[src/rtl/awc_pkg.sv]
// Package: shared state encoding for the asynchronous wait-state controller.
// Assumes: one access in flight at a time; states are decoded by the top module.
package awc_pkg;

    typedef enum logic [2:0] {
        ST_IDLE    = 3'd0,
        ST_SETUP   = 3'd1,
        ST_STROBE  = 3'd2,
        ST_RDYWAIT = 3'd3,
        ST_HOLD    = 3'd4,
        ST_RECOVER = 3'd5
    } awc_state_e;

    // True in every state in which the device is selected.
    function automatic logic selected(input awc_state_e s);
        return (s == ST_SETUP) || (s == ST_STROBE) || (s == ST_RDYWAIT) || (s == ST_HOLD);
    endfunction

    // True in every state in which a strobe is driven.
    function automatic logic strobing(input awc_state_e s);
        return (s == ST_STROBE) || (s == ST_RDYWAIT);
    endfunction

endpackage

[src/rtl/awc_sync.sv]
// Module: multi-stage synchroniser for a single asynchronous level.
// Assumes: input is a slow level (ready line); STAGES >= 2; output resets to RST_VAL.
module awc_sync #(
    parameter int   STAGES  = 2,
    parameter logic RST_VAL = 1'b0
) (
    input  logic clk,
    input  logic rst_n,
    input  logic async_in,
    output logic sync_out
);

    logic [STAGES-1:0] chain;

    generate
        for (genvar i = 0; i < STAGES; i++) begin : g_stage
            // Purpose: shift the level one stage further into the clock domain.
            always_ff @(posedge clk) begin
                if (!rst_n) begin
                    chain[i] <= RST_VAL;
                end else if (i == 0) begin
                    chain[i] <= async_in;
                end else begin
                    chain[i] <= chain[(i == 0) ? 0 : i-1];
                end
            end
        end
    endgenerate

    assign sync_out = chain[STAGES-1];

endmodule

[src/rtl/awc_counter.sv]
// Module: loadable down counter used for setup, wait and recovery phases.
// Assumes: load has priority over decrement; decrement at zero holds zero.
module awc_counter #(
    parameter int CNT_W = 4
) (
    input  logic             clk,
    input  logic             rst_n,
    input  logic             load,
    input  logic [CNT_W-1:0] load_val,
    input  logic             dec,
    output logic             is_zero
);

    logic [CNT_W-1:0] cnt;

    // Purpose: hold the number of cycles still to run in the current phase.
    always_ff @(posedge clk) begin
        if (!rst_n) begin
            cnt <= '0;
        end else if (load) begin
            cnt <= load_val;
        end else if (dec && (cnt != '0)) begin
            cnt <= cnt - 1'b1;
        end
    end

    assign is_zero = (cnt == '0);

endmodule

[src/rtl/awc_fsm.sv]
// Module: phase sequencer IDLE -> SETUP -> STROBE -> RDYWAIT -> HOLD -> RECOVER -> IDLE.
// Assumes: the counter reports zero on the last cycle of each counted phase;
// live timing values are used at acceptance, held values afterwards.
module awc_fsm
    import awc_pkg::*;
#(
    parameter int WAIT_W  = 4,
    parameter int SETUP_W = 2,
    parameter int RECOV_W = 3,
    parameter int CNT_W   = 4
) (
    input  logic               clk,
    input  logic               rst_n,
    input  logic               req_valid,
    input  logic [SETUP_W-1:0] setup_live,
    input  logic [WAIT_W-1:0]  wait_live,
    input  logic [WAIT_W-1:0]  wait_held,
    input  logic [RECOV_W-1:0] recov_held,
    input  logic               rdy_en_held,
    input  logic               rdy_sync,
    input  logic               cnt_zero,
    output awc_state_e         state,
    output logic               accept,
    output logic               capture,
    output logic               cnt_load,
    output logic [CNT_W-1:0]   cnt_val,
    output logic               cnt_dec
);

    awc_state_e state_nx;

    // Purpose: choose the next phase and the counter action for it.
    always_comb begin
        state_nx = state;
        accept   = 1'b0;
        capture  = 1'b0;
        cnt_load = 1'b0;
        cnt_val  = '0;
        cnt_dec  = 1'b0;
        unique case (state)
            ST_IDLE: begin
                if (req_valid) begin
                    accept   = 1'b1;
                    cnt_load = 1'b1;
                    if (setup_live != '0) begin
                        state_nx = ST_SETUP;
                        cnt_val  = CNT_W'(setup_live - 1'b1);
                    end else begin
                        state_nx = ST_STROBE;
                        cnt_val  = CNT_W'(wait_live);
                    end
                end
            end
            ST_SETUP: begin
                if (cnt_zero) begin
                    state_nx = ST_STROBE;
                    cnt_load = 1'b1;
                    cnt_val  = CNT_W'(wait_held);
                end else begin
                    cnt_dec = 1'b1;
                end
            end
            ST_STROBE: begin
                if (!cnt_zero) begin
                    cnt_dec = 1'b1;
                end else if (rdy_en_held && !rdy_sync) begin
                    state_nx = ST_RDYWAIT;
                end else begin
                    state_nx = ST_HOLD;
                    capture  = 1'b1;
                end
            end
            ST_RDYWAIT: begin
                if (rdy_sync) begin
                    state_nx = ST_HOLD;
                    capture  = 1'b1;
                end
            end
            ST_HOLD: begin
                if (recov_held != '0) begin
                    state_nx = ST_RECOVER;
                    cnt_load = 1'b1;
                    cnt_val  = CNT_W'(recov_held - 1'b1);
                end else begin
                    state_nx = ST_IDLE;
                end
            end
            ST_RECOVER: begin
                if (cnt_zero) begin
                    state_nx = ST_IDLE;
                end else begin
                    cnt_dec = 1'b1;
                end
            end
            default: state_nx = ST_IDLE;
        endcase
    end

    // Purpose: hold the current phase.
    always_ff @(posedge clk) begin
        if (!rst_n) begin
            state <= ST_IDLE;
        end else begin
            state <= state_nx;
        end
    end

endmodule

[src/rtl/async_wait_ctrl.sv]
// Module: top of the asynchronous memory wait-state controller.
// Holds the accepted request and timing, synchronises the ready line,
// captures read data and decodes the device strobes from the phase.
// Assumes: timing inputs are valid in the cycle req_valid is seen while idle.
module async_wait_ctrl
    import awc_pkg::*;
#(
    parameter int ADDR_W      = 24,
    parameter int DATA_W      = 16,
    parameter int WAIT_W      = 4,
    parameter int SETUP_W     = 2,
    parameter int RECOV_W     = 3,
    parameter int SYNC_STAGES = 2
) (
    input  logic               clk,
    input  logic               rst_n,
    input  logic               req_valid,
    input  logic               req_write,
    input  logic [ADDR_W-1:0]  req_addr,
    input  logic [DATA_W-1:0]  req_wdata,
    input  logic [WAIT_W-1:0]  cfg_wait,
    input  logic               cfg_rdy_en,
    input  logic [SETUP_W-1:0] cfg_setup,
    input  logic [RECOV_W-1:0] cfg_recover,
    input  logic               ext_rdy,
    input  logic [DATA_W-1:0]  mem_rdata,
    output logic               mem_cs_n,
    output logic               mem_adv_n,
    output logic               mem_rd_n,
    output logic               mem_wr_n,
    output logic [ADDR_W-1:0]  mem_addr,
    output logic [DATA_W-1:0]  mem_wdata,
    output logic               busy,
    output logic               rsp_done,
    output logic [DATA_W-1:0]  rsp_rdata
);

    localparam int CNT_A = (WAIT_W > SETUP_W) ? WAIT_W : SETUP_W;
    localparam int CNT_W = (CNT_A > RECOV_W) ? CNT_A : RECOV_W;

    awc_state_e         state;
    logic               accept;
    logic               capture;
    logic               cnt_load;
    logic [CNT_W-1:0]   cnt_val;
    logic               cnt_dec;
    logic               cnt_zero;
    logic               rdy_sync;

    logic [ADDR_W-1:0]  addr_q;
    logic [DATA_W-1:0]  wdata_q;
    logic               write_q;
    logic [WAIT_W-1:0]  wait_q;
    logic               rdy_en_q;
    logic [RECOV_W-1:0] recov_q;
    logic [DATA_W-1:0]  rdata_q;

    awc_sync #(
        .STAGES  (SYNC_STAGES),
        .RST_VAL (1'b0)
    ) u_sync (
        .clk      (clk),
        .rst_n    (rst_n),
        .async_in (ext_rdy),
        .sync_out (rdy_sync)
    );

    awc_counter #(
        .CNT_W (CNT_W)
    ) u_cnt (
        .clk      (clk),
        .rst_n    (rst_n),
        .load     (cnt_load),
        .load_val (cnt_val),
        .dec      (cnt_dec),
        .is_zero  (cnt_zero)
    );

    awc_fsm #(
        .WAIT_W  (WAIT_W),
        .SETUP_W (SETUP_W),
        .RECOV_W (RECOV_W),
        .CNT_W   (CNT_W)
    ) u_fsm (
        .clk         (clk),
        .rst_n       (rst_n),
        .req_valid   (req_valid),
        .setup_live  (cfg_setup),
        .wait_live   (cfg_wait),
        .wait_held   (wait_q),
        .recov_held  (recov_q),
        .rdy_en_held (rdy_en_q),
        .rdy_sync    (rdy_sync),
        .cnt_zero    (cnt_zero),
        .state       (state),
        .accept      (accept),
        .capture     (capture),
        .cnt_load    (cnt_load),
        .cnt_val     (cnt_val),
        .cnt_dec     (cnt_dec)
    );

    // Purpose: hold the request and its timing for the whole access.
    always_ff @(posedge clk) begin
        if (!rst_n) begin
            addr_q   <= '0;
            wdata_q  <= '0;
            write_q  <= 1'b0;
            wait_q   <= '0;
            rdy_en_q <= 1'b0;
            recov_q  <= '0;
        end else if (accept) begin
            addr_q   <= req_addr;
            wdata_q  <= req_wdata;
            write_q  <= req_write;
            wait_q   <= cfg_wait;
            rdy_en_q <= cfg_rdy_en;
            recov_q  <= cfg_recover;
        end
    end

    // Purpose: take the device data on the last strobe cycle of a read.
    always_ff @(posedge clk) begin
        if (!rst_n) begin
            rdata_q <= '0;
        end else if (capture && !write_q) begin
            rdata_q <= mem_rdata;
        end
    end

    // Purpose: decode the device-side controls from the registered phase.
    always_comb begin
        mem_cs_n  = !selected(state);
        mem_adv_n = !selected(state);
        mem_rd_n  = !(strobing(state) && !write_q);
        mem_wr_n  = !(strobing(state) && write_q);
        busy      = (state != ST_IDLE);
        rsp_done  = (state == ST_HOLD);
    end

    assign mem_addr  = addr_q;
    assign mem_wdata = wdata_q;
    assign rsp_rdata = rdata_q;

endmodule

[config.mk]
export PLATFORM = sky130hd
export DESIGN_NAME = async_wait_ctrl
export DESIGN_NICKNAME = d
export VERILOG_FILES = /design/src/rtl/awc_pkg.sv /design/src/rtl/awc_sync.sv /design/src/rtl/awc_counter.sv /design/src/rtl/awc_fsm.sv /design/src/rtl/async_wait_ctrl.sv
export SDC_FILE = /design/constraint.sdc
export NUM_CORES = 1
export LEC_CHECK = 0
export CAP_MARGIN = 10
export CELL_PAD_IN_SITES_DETAIL_PLACEMENT = 2
export CELL_PAD_IN_SITES_GLOBAL_PLACEMENT = 2
export CORE_ASPECT_RATIO = 0.8
export CORE_MARGIN = 2
export CORE_UTILIZATION = 25
export CTS_CLUSTER_DIAMETER = 120
export CTS_CLUSTER_SIZE = 25
export DETAILED_ROUTE_END_ITERATION = 10
export PLACE_DENSITY_LB_ADDON = 0.08
export SLEW_MARGIN = 20
export SYNTH_ARGS = -nofsm -noshare
export SYNTH_HDL_FRONTEND = slang
export SYNTH_HIERARCHICAL = 1
export SYNTH_SLANG_ARGS = --single-unit
export TNS_END_PERCENT = 100
[constraint.sdc]
create_clock -name clk -period 2.9 [get_ports clk]
set_input_delay 0.87 -clock clk [delete_from_list [all_inputs] [get_ports clk]]
set_output_delay 0.87 -clock clk [all_outputs]
set_load 0.005 [all_outputs]
**Yosys cells after proc, flatten, opt, wreduce, memory -nomap -nowiden**

Index checks and enable logic that the tools add are counted.

- Mux-type cells: 27
- Reduce and logical (&&, ||, !) cells: 23
- Equality and inequality tests: 10
- Add/sub/neg operators: 3

Operator list:

| operator | count |
|---|---|
| 4-bit two-way mux | 6 |
| 3-bit two-way mux | 7 |
| 3-bit case mux with 6 select lines | 1 |
| 4-bit case mux with 3 select lines | 1 |
| 1-bit two-way mux | 9 |
| 2-bit by 1-bit != test with 1-bit output (second input constant) | 4 |
| 3-bit by 2-bit equality test with 1-bit output (second input constant) | 2 |
| 3-bit equality test (second input constant) | 2 |
| 3-bit nonzero test | 2 |
| 1-bit logical AND | 5 |
| 1-bit logical NOT | 5 |
| 5-bit AND reduction | 1 |
| 4-bit logical NOT | 1 |
| 1-bit logical OR | 4 |
| 2-bit nonzero test | 2 |
| 4-bit nonzero test | 1 |
| 3-bit by 1-bit subtractor with 4-bit output (second input constant) | 1 |
| 4-bit by 1-bit subtractor with 4-bit output (second input constant) | 1 |
| 3-bit by 1-bit equality test with 1-bit output (second input constant) | 1 |
| 3-bit logical NOT | 1 |
| 1-bit case mux with 3 select lines | 1 |
| 3-bit OR reduction | 1 |
| 2-bit by 1-bit subtractor with 3-bit output (second input constant) | 1 |
| 2-bit two-way mux | 1 |
| other kinds (2) | 2 |

- Bits in registers: 74
- Word-level logic and storage cells: 74

**Logic depth before layout (Yosys ltp)**

Gate-level depths: netlist of run 1.

- Depth in word-level cells: 6
- Depth in mapped cells: 9

**By module**

Netlist of run 1, hierarchy kept.

By module, submodules not included:

| module | area each (um^2) | sequential area each (um^2) | cells each | instances |
|---|---|---|---|---|
| async_wait_ctrl | 2,553.7 | 1,301.2 | 236 | 1 |
| awc_fsm | 379.1 | 60.1 | 54 | 1 |
| awc_counter | 256.5 | 80.1 | 31 | 1 |
| awc_sync | 52.6 | 40.0 | 4 | 1 |

**Worst setup path before layout of run 1**

Ideal clock, no wire load.

- Path kind: register to register
- Start point: reg u_cnt.cnt[0]
- End point: reg u_fsm.state[1]
- Required time: 2,830 ps
- Setup slack: 785 ps
- Cell stages (with the launch flop): 9
- Arrival: 2,045 ps
- Period minus slack after synthesis: 2,115 ps
- Buffers on the path: 0
- Path through: dfxtp_1 inv_1 ha_1 or3b_4 clkinv_2 mux2i_1 a211o_1 or4_1 a21oi_1

- Longest elaborated chain between the ends: 3
- Elaborated cells on any way between the ends: 5
- Classes of those cells: eq/ne: 3; reduce/logical: 2

Ends and longest elaborated chain:

| what | line | text |
|---|---|---|
| start: declaration | awc_counter.sv:14 | `logic [CNT_W-1:0] cnt;` |
| start signal: assignment | awc_counter.sv:21 | `cnt <= load_val;` |
| start signal: assignment | awc_counter.sv:23 | `cnt <= cnt - 1'b1;` |
| 4-bit logical NOT (*) | awc_counter.sv:27 | `assign is_zero = (cnt == '0);` |
| net cnt_zero | async_wait_ctrl.sv:47 | `logic cnt_zero;` |
| 2-bit by 1-bit != test with 1-bit output (no source line) | n/a |  |
| 5-bit AND reduction (no source line) (*) | n/a |  |
| end signal: assignment | awc_fsm.sv:104 | `state <= state_nx;` |
| end: declaration | awc_fsm.sv:22 | `output awc_state_e state,` |

The timed path passes the listed nets; every way through them passes the cells marked *.
A chain may end at the register's enable or synchronous reset.

**Worst setup path after layout of run 1**

- Start point: reg u_fsm.state[1]
- End point: out mem_rd_n

- Longest elaborated chain between the ends: 4
- Elaborated cells on any way between the ends: 5
- Classes of those cells: eq/ne: 2; reduce/logical: 3

Ends and longest elaborated chain:

| what | line | text |
|---|---|---|
| 3-bit by 2-bit equality test with 1-bit output | awc_pkg.sv:21 | `return (s == ST_STROBE) \|\| (s == ST_RDYWAIT);` |
| 1-bit logical OR (*) | awc_pkg.sv:21 |  |
| 1-bit logical AND (*) | async_wait_ctrl.sv:135 | `mem_rd_n = !(strobing(state) && !write_q);` |
| 1-bit logical NOT (*) | async_wait_ctrl.sv:135 |  |
| end: declaration | async_wait_ctrl.sv:29 | `output logic mem_rd_n,` |

Mark *: on every way between the ends. The rest lies on a longest branch, timed or not.

==> insert_results.sql, run 1 <==
INSERT INTO impl_metrics (metric_group, metric, value, unit) VALUES
('clock_tree', 'cts_buffers', '9', ''),
('floorplanning', 'io_pins', '133', ''),
('power', 'static-leakage-power', '1.86', 'nW'),
('grt', 'gr_usage_total', '13.9', '%'),
('yosys', 'synthDistinctLibCells', '46', ''),
('worst_setup_path', 'cp.arrival', '1.86', 'ns'),
('detailed_routing', 'detail_route.drc_violations', '0', ''),
('timing', 'rsz0062_at_grt', 'no', ''),
('timing', 'slew_headroom', '55.0', '%'),
('timing', 'final.setup_skew', '0.00644', 'ns'),
('clock_tree', 'cts_max_path_buffers', '2', ''),
('yosys', 'synthesis.yosys.warnings', '6', ''),
('floorplanning', 'die_area', '13900', 'sq um'),
('grt', 'vias_in_the_first_global_route', '2961', ''),
('power', 'totalPowerFinal', '4.11', 'mW'),
('grt', 'grt_pass1_wl', '15200', 'um'),
('clock_tree', 'tritoncts_clock_tree', 'yes', ''),
('yosys', 'netlist_instances', '325', ''),
('worst_setup_path', 'timing.critical_path.required', '2.03', 'ns'),
('yosys', 'netlist_area', '3240', 'sq um'),
('detailed_routing', 'initialDrtViolationCount', '46', ''),
('clock_tree', 'cts_max_level', '3', ''),
('timing', 'layout_worst_path_cycle_share', '94.2', '%'),
('detailed_routing', 'via_count', '2740', ''),
('clock_tree', 'holdBufCountCts', '0', ''),
('worst_hold_path', 'min_path_type', 'flop to flop', ''),
('worst_setup_path', 'start_kind', 'flop', ''),
('yosys', 'avgSynthCellArea', '9.97', 'sq um'),
('clock_tree', 'clk_latency', '0.33', 'ns'),
('yosys', 'mappedNetlistNets', '397', ''),
('grt', 'number_of_antenna_violations_at_the_first_check_in_global_routing', '0', ''),
('worst_setup_path', 'regToRegSetupSlack', '0.56', 'ns'),
('clock_tree', 'clock_sink_count', '74', ''),
('detailed_routing', 'ant_nets', '0', ''),
('clock_tree', 'post_cts.resized_instances', '0', ''),
('final_layout', 'num_antenna_cells', '0', ''),
('final_layout', 'layout-drive-gt1-share', '6.54', '%'),
('floorplanning', 'start_util', '25.4', '%'),
('floorplanning', 'core', '12800', 'sq um'),
('grt', 'globalRoute.totalOverflow', '0', ''),
('final_layout', 'design.final.nets', '526', ''),
('timing', 'worstMarginPinSlew', '0.669', 'ns'),
('detailed_routing', 'drt-vias-per-instance', '4.32', ''),
('power', 'power.density_cell_area', '821', 'nW/um^2'),
('timing', 'final-hold-violation-count', '0', ''),
('worst_setup_path', 'worstSetupEndpointType', 'primary output', ''),
('placement', 'hpwlAfterDp', '6900', 'um'),
('timing', 'layout_setup_ws', '0.168', 'ns'),
('worst_setup_path', 'path_max_fanout', '14', ''),
('clock_tree', 'root_buffer', 'sky130_fd_sc_hd__clkbuf_16', ''),
('floorplanning', 'die_w', '131', 'um'),
('power', 'irDropWorstVdd', '0.331', 'mV'),
('timing', 'achievable-frequency', '366', 'MHz'),
('detailed_routing', 'first_pass_iters', '4', ''),
('floorplanning', 'floorplan.rows', '37', ''),
('detailed_routing', 'finalWirelength', '9540', 'um'),
('timing', 'finalWorstPathRequiredPeriod', '2.73', 'ns'),
('detailed_routing', 'wl_per_cell', '15.0', 'um'),
('yosys', 'total_of_flip_flops_plus_latches_after_synthesis', '74', ''),
('floorplanning', 'die_height', '106', 'um'),
('outcome', 'outcome', 'completed', ''),
('placement', 'buffer_ports.inserted', '132', ''),
('timing', 'final_setup_violations', '0', ''),
('job', 'cap_viol_max_count', '0', ''),
('timing', 'finalMaxSlewViolations', '0', ''),
('grt', 'largest_net_degree_at_the_start_of_global_routing', '44', ''),
('yosys', 'ys_seq_area_share', '45.7', '%'),
('placement', 'detailedPlace.worstSlack', '0.457', 'ns'),
('timing', 'setup_total_negative_slack', '0', 'ns'),
('placement', 'place.gp.congestion', '0.718', ''),
('clock_tree', 'post_cts_buffers', '0', ''),
('final_layout', 'area_growth_syn_to_layout', '54.4', '%'),
('clock_tree', 'clk_pin_slew', '0.06', 'ns'),
('worst_setup_path', 'worst-setup-path-type', 'flop to primary output', '');
-- layout make-up --
class / count / area (sq um)
fill: 1394 / 7770
clock buffer: 14 / 254
sequential: 74 / 1480
tap: 175 / 219
multi-input combinational: 222 / 1580
timing repair buffer: 138 / 1370
clock inverter: 2 / 60.1
inverter: 9 / 35.0
-- metrics by stage --
stage | util (%) | hold slack, ns | instance area [sq um] | std cells
after detailed placement | 36.7 | 0.429 | 4690 | 618
after global placement | 36.7 | 0.417 | 4690 | 618
final | 39.2 | 0.437 | 5000 | 634
after CTS | 39.2 | 0.437 | 5000 | 634
after floorplan | - | 0.412 | 3240 | 325
after global routing | 39.2 | 0.443 | 5000 | 634
-- layout by cell type (no fill, tap or decap), types with 2 or more instances in the layout --
cell                              netlist  layout
sky130_fd_sc_hd__nor2_1                10      10
sky130_fd_sc_hd__o21ai_0                3       3
sky130_fd_sc_hd__bufinv_16              0       2
sky130_fd_sc_hd__mux2i_1               67      67
sky130_fd_sc_hd__clkdlybuf4s50_1        0     131
sky130_fd_sc_hd__clkbuf_16              0       9
sky130_fd_sc_hd__nand3_1                3       3
sky130_fd_sc_hd__or2b_2                 2       2
sky130_fd_sc_hd__nor2b_1               52      51
sky130_fd_sc_hd__inv_1                  8       7
sky130_fd_sc_hd__nor3_1                 3       3
sky130_fd_sc_hd__and2_1                 2       2
sky130_fd_sc_hd__clkbuf_1               5       4
sky130_fd_sc_hd__nor3b_1                5       5
sky130_fd_sc_hd__a21oi_1                4       4
sky130_fd_sc_hd__nand2_1               44      44
sky130_fd_sc_hd__a221o_1                2       2
sky130_fd_sc_hd__dfxtp_1               74      74
sky130_fd_sc_hd__nand3b_1               2       2
sky130_fd_sc_hd__buf_4                  6       5
-- cell usage after synthesis (all sizes together) --
library cell | instances | area [sq um]
a211o | 1 | 8.76
a21o | 1 | 7.51
a21oi | 4 | 20.0
a221o | 2 | 20.0
a221oi | 1 | 8.76
a22o | 1 | 8.76
a311oi | 2 | 23.8
and2 | 2 | 12.5
and3b | 1 | 8.76
buf | 14 | 123
clkbuf | 6 | 23.8
clkinv | 1 | 5.00
dfxtp | 74 | 1480
ha | 1 | 12.5
inv | 8 | 30.0
mux2i | 67 | 671
nand2 | 44 | 165
nand3 | 3 | 15.0
nand3b | 2 | 15.0
nand4 | 1 | 6.26
nand4b | 1 | 8.76
nor2 | 10 | 37.5
nor2b | 52 | 325
nor3 | 3 | 15.0
nor3b | 5 | 37.5
nor4 | 1 | 6.26
nor4b | 1 | 15.0
o2111ai | 1 | 8.76
o211a | 1 | 10.0
o21ai | 4 | 23.8
o221a | 1 | 11.3
o31ai | 1 | 7.51
o32ai | 1 | 8.76
or2b | 2 | 17.5
or3 | 1 | 6.26
or3b | 3 | 28.8
or4 | 1 | 7.51
-- state kept, by name, summed over array words and instances (netlist names) --
signal	flops
write_q	1
rdy_en_q	1
u_fsm/state	3
recov_q	3
wait_q	4
u_sync/chain	1
u_sync/sync_out	1
rsp_rdata	16
mem_wdata	16
u_cnt/cnt	4
mem_addr	24
-- cells by family after synthesis --
| kind of cell | synth area share [%] |
|---|---|
| AO/OA/AOI/OAI | 5.17 |
| adder cells (fa/ha/maj) | 0.386 |
| buffers and inverters | 5.60 |
| flip-flops | 45.7 |
| multiplexers | 20.7 |
| AND/OR/NAND/NOR | 22.5 |
-- metal layers --
layer / routed length, um / share of wire, % / up-vias / track usage [%]
li1: - / - / 1358 / -
met1: 4100 / 43 / 1301 / 15.4
met2: 4580 / 48 / 74 / 23.6
met3: 767 / 8.0 / 7 / 6.88
met4: 98 / 1.0 / 0 / 3.96
met5: 0 / 0 / - / 0
-- final timing paths --
check | startpoint | end | depth (start not counted)
worst max-delay path | u_fsm/state[1]$_SDFFE_PN0P_ | mem_rd_n | 2
worst min-delay path | u_sync/chain[0]$_SDFF_PN0_ | u_sync/sync_out$_SDFF_PN0_ | 1
worst max register to register | u_cnt/cnt[0]$_SDFFE_PN0P_ | u_fsm/state[1]$_SDFFE_PN0P_ | 8
worst min register to register | u_sync/chain[0]$_SDFF_PN0_ | u_sync/sync_out$_SDFF_PN0_ | 1
-- worst max-delay path, stage by stage, from the launching register on --
cell and delay, ns:
sky130_fd_sc_hd__dfxtp_1 0.57, sky130_fd_sc_hd__or3b_2 0.48, sky130_fd_sc_hd__clkdlybuf4s50_1 0.48
-- where the power goes --
group	total, mW	leakage, nW	switching, mW	internal (mW)
Clock	1.20	0.151	0.420	0.779
Combinational	1.51	1.10	0.650	0.863
Sequential	1.39	0.605	0.167	1.23
Total	4.11	1.86	1.24	2.87
Power figures use the tool's default switching activity.
==> run 2, diff against run 1 <==
Settings changed: SLEW_MARGIN 20 to unset.
==> results of run 2 <==
The final DEF is identical to that of run 1; final timing and power are the same.
==> run 3, diff against run 2 <==
Settings changed: CORE_MARGIN 2 to 1.
==> run 3 against run 2 <==
Hold slack got worse by 0.0027 ns. Clock skew up 0.0039 ns. Via count is 2.3% higher. First-iteration DRC count rose by 52%. Final cell count down 0.32%. Cell area up 1.5%. Combinational power grew 3%. Clock power increased by 11%.
==> insert_results.sql, run 3 (synthesis results as in run 1) <==
INSERT INTO impl_metrics (metric_group, metric, value, unit) VALUES
('worst_setup_path', 'cp.arrival', '1.84', 'ns'),
('floorplanning', 'floorplan.rows', '36', ''),
('timing', 'slew_headroom', '51.4', '%'),
('outcome', 'outcome', 'completed', ''),
('floorplanning', 'io_pins', '133', ''),
('grt', 'largest_net_degree_at_the_start_of_global_routing', '39', ''),
('final_layout', 'layout-drive-gt1-share', '7.59', '%'),
('detailed_routing', 'finalWirelength', '9750', 'um'),
('worst_setup_path', 'timing.critical_path.buf_inv', '1', ''),
('grt', 'number_of_antenna_violations_at_the_first_check_in_global_routing', '0', ''),
('clock_tree', 'post_cts.resized_instances', '0', ''),
('floorplanning', 'die_height', '104', 'um'),
('clock_tree', 'holdBufCountCts', '0', ''),
('job', 'cap_viol_max_count', '0', ''),
('worst_setup_path', 'crit_family', 'flip-flops', ''),
('worst_hold_path', 'min_path_type', 'flop to flop', ''),
('final_layout', 'num_antenna_cells', '0', ''),
('grt', 'globalRoute.totalOverflow', '0', ''),
('detailed_routing', 'first_pass_iters', '4', ''),
('timing', 'final-hold-violation-count', '0', ''),
('timing', 'rsz0062_at_grt', 'no', ''),
('floorplanning', 'die_w', '129', 'um'),
('timing', 'achievable-frequency', '369', 'MHz'),
('floorplanning', 'core', '12400', 'sq um'),
('clock_tree', 'clk_latency', '0.34', 'ns'),
('detailed_routing', 'initialDrtViolationCount', '70', ''),
('detailed_routing', 'wl_per_cell', '15.4', 'um'),
('power', 'intPower', '3.00', 'mW'),
('power', 'totalPowerFinal', '4.27', 'mW'),
('clock_tree', 'cts_max_path_buffers', '2', ''),
('detailed_routing', 'drt-vias-per-instance', '4.43', ''),
('power', 'irDropWorstVdd', '0.271', 'mV'),
('final_layout', 'mostFrequentLayoutCell', 'sky130_fd_sc_hd__clkdlybuf4s50_1', ''),
('final_layout', 'num-fill-cells', '1327', ''),
('worst_setup_path', 'timing.critical_path.required', '2.03', 'ns'),
('worst_setup_path', 'start_kind', 'flop', ''),
('timing', 'finalMaxSlewViolations', '0', ''),
('clock_tree', 'cts_max_level', '3', ''),
('placement', 'buffer_ports.inserted', '132', ''),
('detailed_routing', 'ant_nets', '0', ''),
('floorplanning', 'start_util', '26.2', '%'),
('detailed_routing', 'via_count', '2802', ''),
('timing', 'layout_setup_ws', '0.187', 'ns'),
('timing', 'hold-worst-slack', '0.434', 'ns'),
('timing', 'final_setup_violations', '0', ''),
('grt', 'grt_pass1_wl', '15800', 'um'),
('worst_setup_path', 'worstSetupEndpointType', 'primary output', ''),
('worst_setup_path', 'path_max_fanout', '14', ''),
('final_layout', 'area_growth_syn_to_layout', '56.7', '%'),
('timing', 'finalWorstPathRequiredPeriod', '2.71', 'ns'),
('clock_tree', 'clk_pin_slew', '0.06', 'ns'),
('clock_tree', 'root_buffer', 'sky130_fd_sc_hd__clkbuf_16', ''),
('timing', 'setup_total_negative_slack', '0', 'ns'),
('placement', 'hpwlAfterDp', '7210', 'um'),
('power', 'switching_power', '1.27', 'mW'),
('placement', 'place.gp.congestion', '0.747', ''),
('clock_tree', 'tritoncts_clock_tree', 'yes', ''),
('worst_setup_path', 'cp_cell_sequence', 'or3b_2, clkdlybuf4s50_1', ''),
('worst_setup_path', 'cp_slowest_stage_delay', '0.57', 'ns'),
('worst_setup_path', 'worst-setup-path-type', 'flop to primary output', ''),
('power', 'sw_frac_of_total', '29.7', '%'),
('grt', 'vias_in_the_first_global_route', '3008', ''),
('final_layout', 'max_reg_flops', '24', ''),
('timing', 'final.setup_skew', '0.0103', 'ns'),
('floorplanning', 'die_area', '13400', 'sq um'),
('clock_tree', 'cts_buffers', '9', ''),
('worst_setup_path', 'crit_path_top_delay_cell', 'sky130_fd_sc_hd__dfxtp_1', ''),
('final_layout', 'mostFrequentLayoutCells', 'sky130_fd_sc_hd__clkdlybuf4s50_1 (131), sky130_fd_sc_hd__dfxtp_1 (74), sky130_fd_sc_hd__mux2i_1 (67), sky130_fd_sc_hd__nor2b_1 (51), sky130_fd_sc_hd__nand2_1 (44)', ''),
('power', 'sequentialPowerShare', '32.7', '%'),
('clock_tree', 'post_cts_buffers', '0', ''),
('clock_tree', 'clock_sink_count', '74', ''),
('grt', 'gr_usage_total', '15.3', '%'),
('final_layout', 'instances_no_fill', '632', ''),
('timing', 'layout_worst_path_cycle_share', '93.6', '%'),
('placement', 'place_inst', '616', ''),
('timing', 'worstMarginPinSlew', '0.724', 'ns'),
('power', 'p_clk_share', '31.1', '%'),
('detailed_routing', 'detail_route.drc_violations', '0', ''),
('power', 'power.density_cell_area', '840', 'nW/um^2'),
('final_layout', 'design.final.nets', '528', ''),
('placement', 'detailedPlace.worstSlack', '0.431', 'ns'),
('power', 'static-leakage-power', '1.90', 'nW'),
('power', 'fraction_of_power_consumed_by_combinational_cells', '36.2', '%');
-- run 3: cell count changes in the layout (fill, tap and decap cells not counted) --
cell / previous run / this run
sky130_fd_sc_hd__clkbuf_1: 4 / 1
sky130_fd_sc_hd__buf_12: 1 / 3
sky130_fd_sc_hd__clkinvlp_4: 0 / 1
sky130_fd_sc_hd__clkbuf_8: 1 / 2
sky130_fd_sc_hd__bufinv_16: 2 / 3
-- run 3: final cells by class --
class	instances	area (sq um)	area share, %
Multi-Input combinational cell	222	1580	31.1
Sequential cell	74	1480	29.2
Timing Repair Buffer	140	1410	27.8
Clock buffer	12	256	5.05
Tap cell	171	214	4.21
Clock inverter	4	97.6	1.92
Inverter	9	35.0	0.690
-- run 3: final timing paths --
kind | startpoint | endpoint | slack (ns) | depth (start not counted)
setup reg to reg | u_cnt/cnt[0]$_SDFFE_PN0P_ | u_fsm/state[1]$_SDFFE_PN0P_ | 0.58 | 8
hold reg to reg | u_sync/chain[0]$_SDFF_PN0_ | u_sync/sync_out$_SDFF_PN0_ | 0.43 | 1
hold / removal | u_sync/chain[0]$_SDFF_PN0_ | u_sync/sync_out$_SDFF_PN0_ | 0.43 | 1
setup / recovery | u_fsm/state[1]$_SDFFE_PN0P_ | mem_rd_n | 0.19 | 2
-- run 3: power groups by stage --
| stage | clock (mW) | combinational [mW] | sequential, mW |
|---|---|---|---|
| after floorplan | 0 | 0.943 | 1.38 |
| after global placement | 0 | 1.53 | 1.41 |
| after detailed placement | 0 | 1.57 | 1.42 |
| after CTS | 1.37 | 1.58 | 1.40 |
| after global routing | 1.42 | 1.70 | 1.43 |
| final | 1.33 | 1.55 | 1.39 |
-- run 3: worst reg2reg max path: cells and delay by family, from the launching register on --
kind | cells | cell delay, ns
AOI/OAI and AO/OA | 2 | 0.52
buffers and inverters | 2 | 0.21
DFF | 1 | 0.34
muxes | 1 | 0.09
adders and majority gates | 1 | 0.21
and+or+nand+nor | 2 | 0.89
-- run 3: stage by stage --
step	utilization [%]	cell area, sq um
3_3_place_gp	38.2	4730
2_1_floorplan	-	3240
5_1_grt	41.0	5080
6_report	41.0	5080
4_1_cts	41.0	5080
3_5_place_dp	38.2	4730
-- run 3: per-layer routing --
layer / wire length [um] / global-route usage (%) / share of wire [%] / vias to the layer above
li1: - / - / - / 1358
met1: 4240 / 17.7 / 44 / 1353
met2: 4510 / 24.7 / 46 / 79
met3: 842 / 6.79 / 8.6 / 12
met4: 147 / 6.05 / 1.5 / 0
met5: 0 / 0 / 0 / -
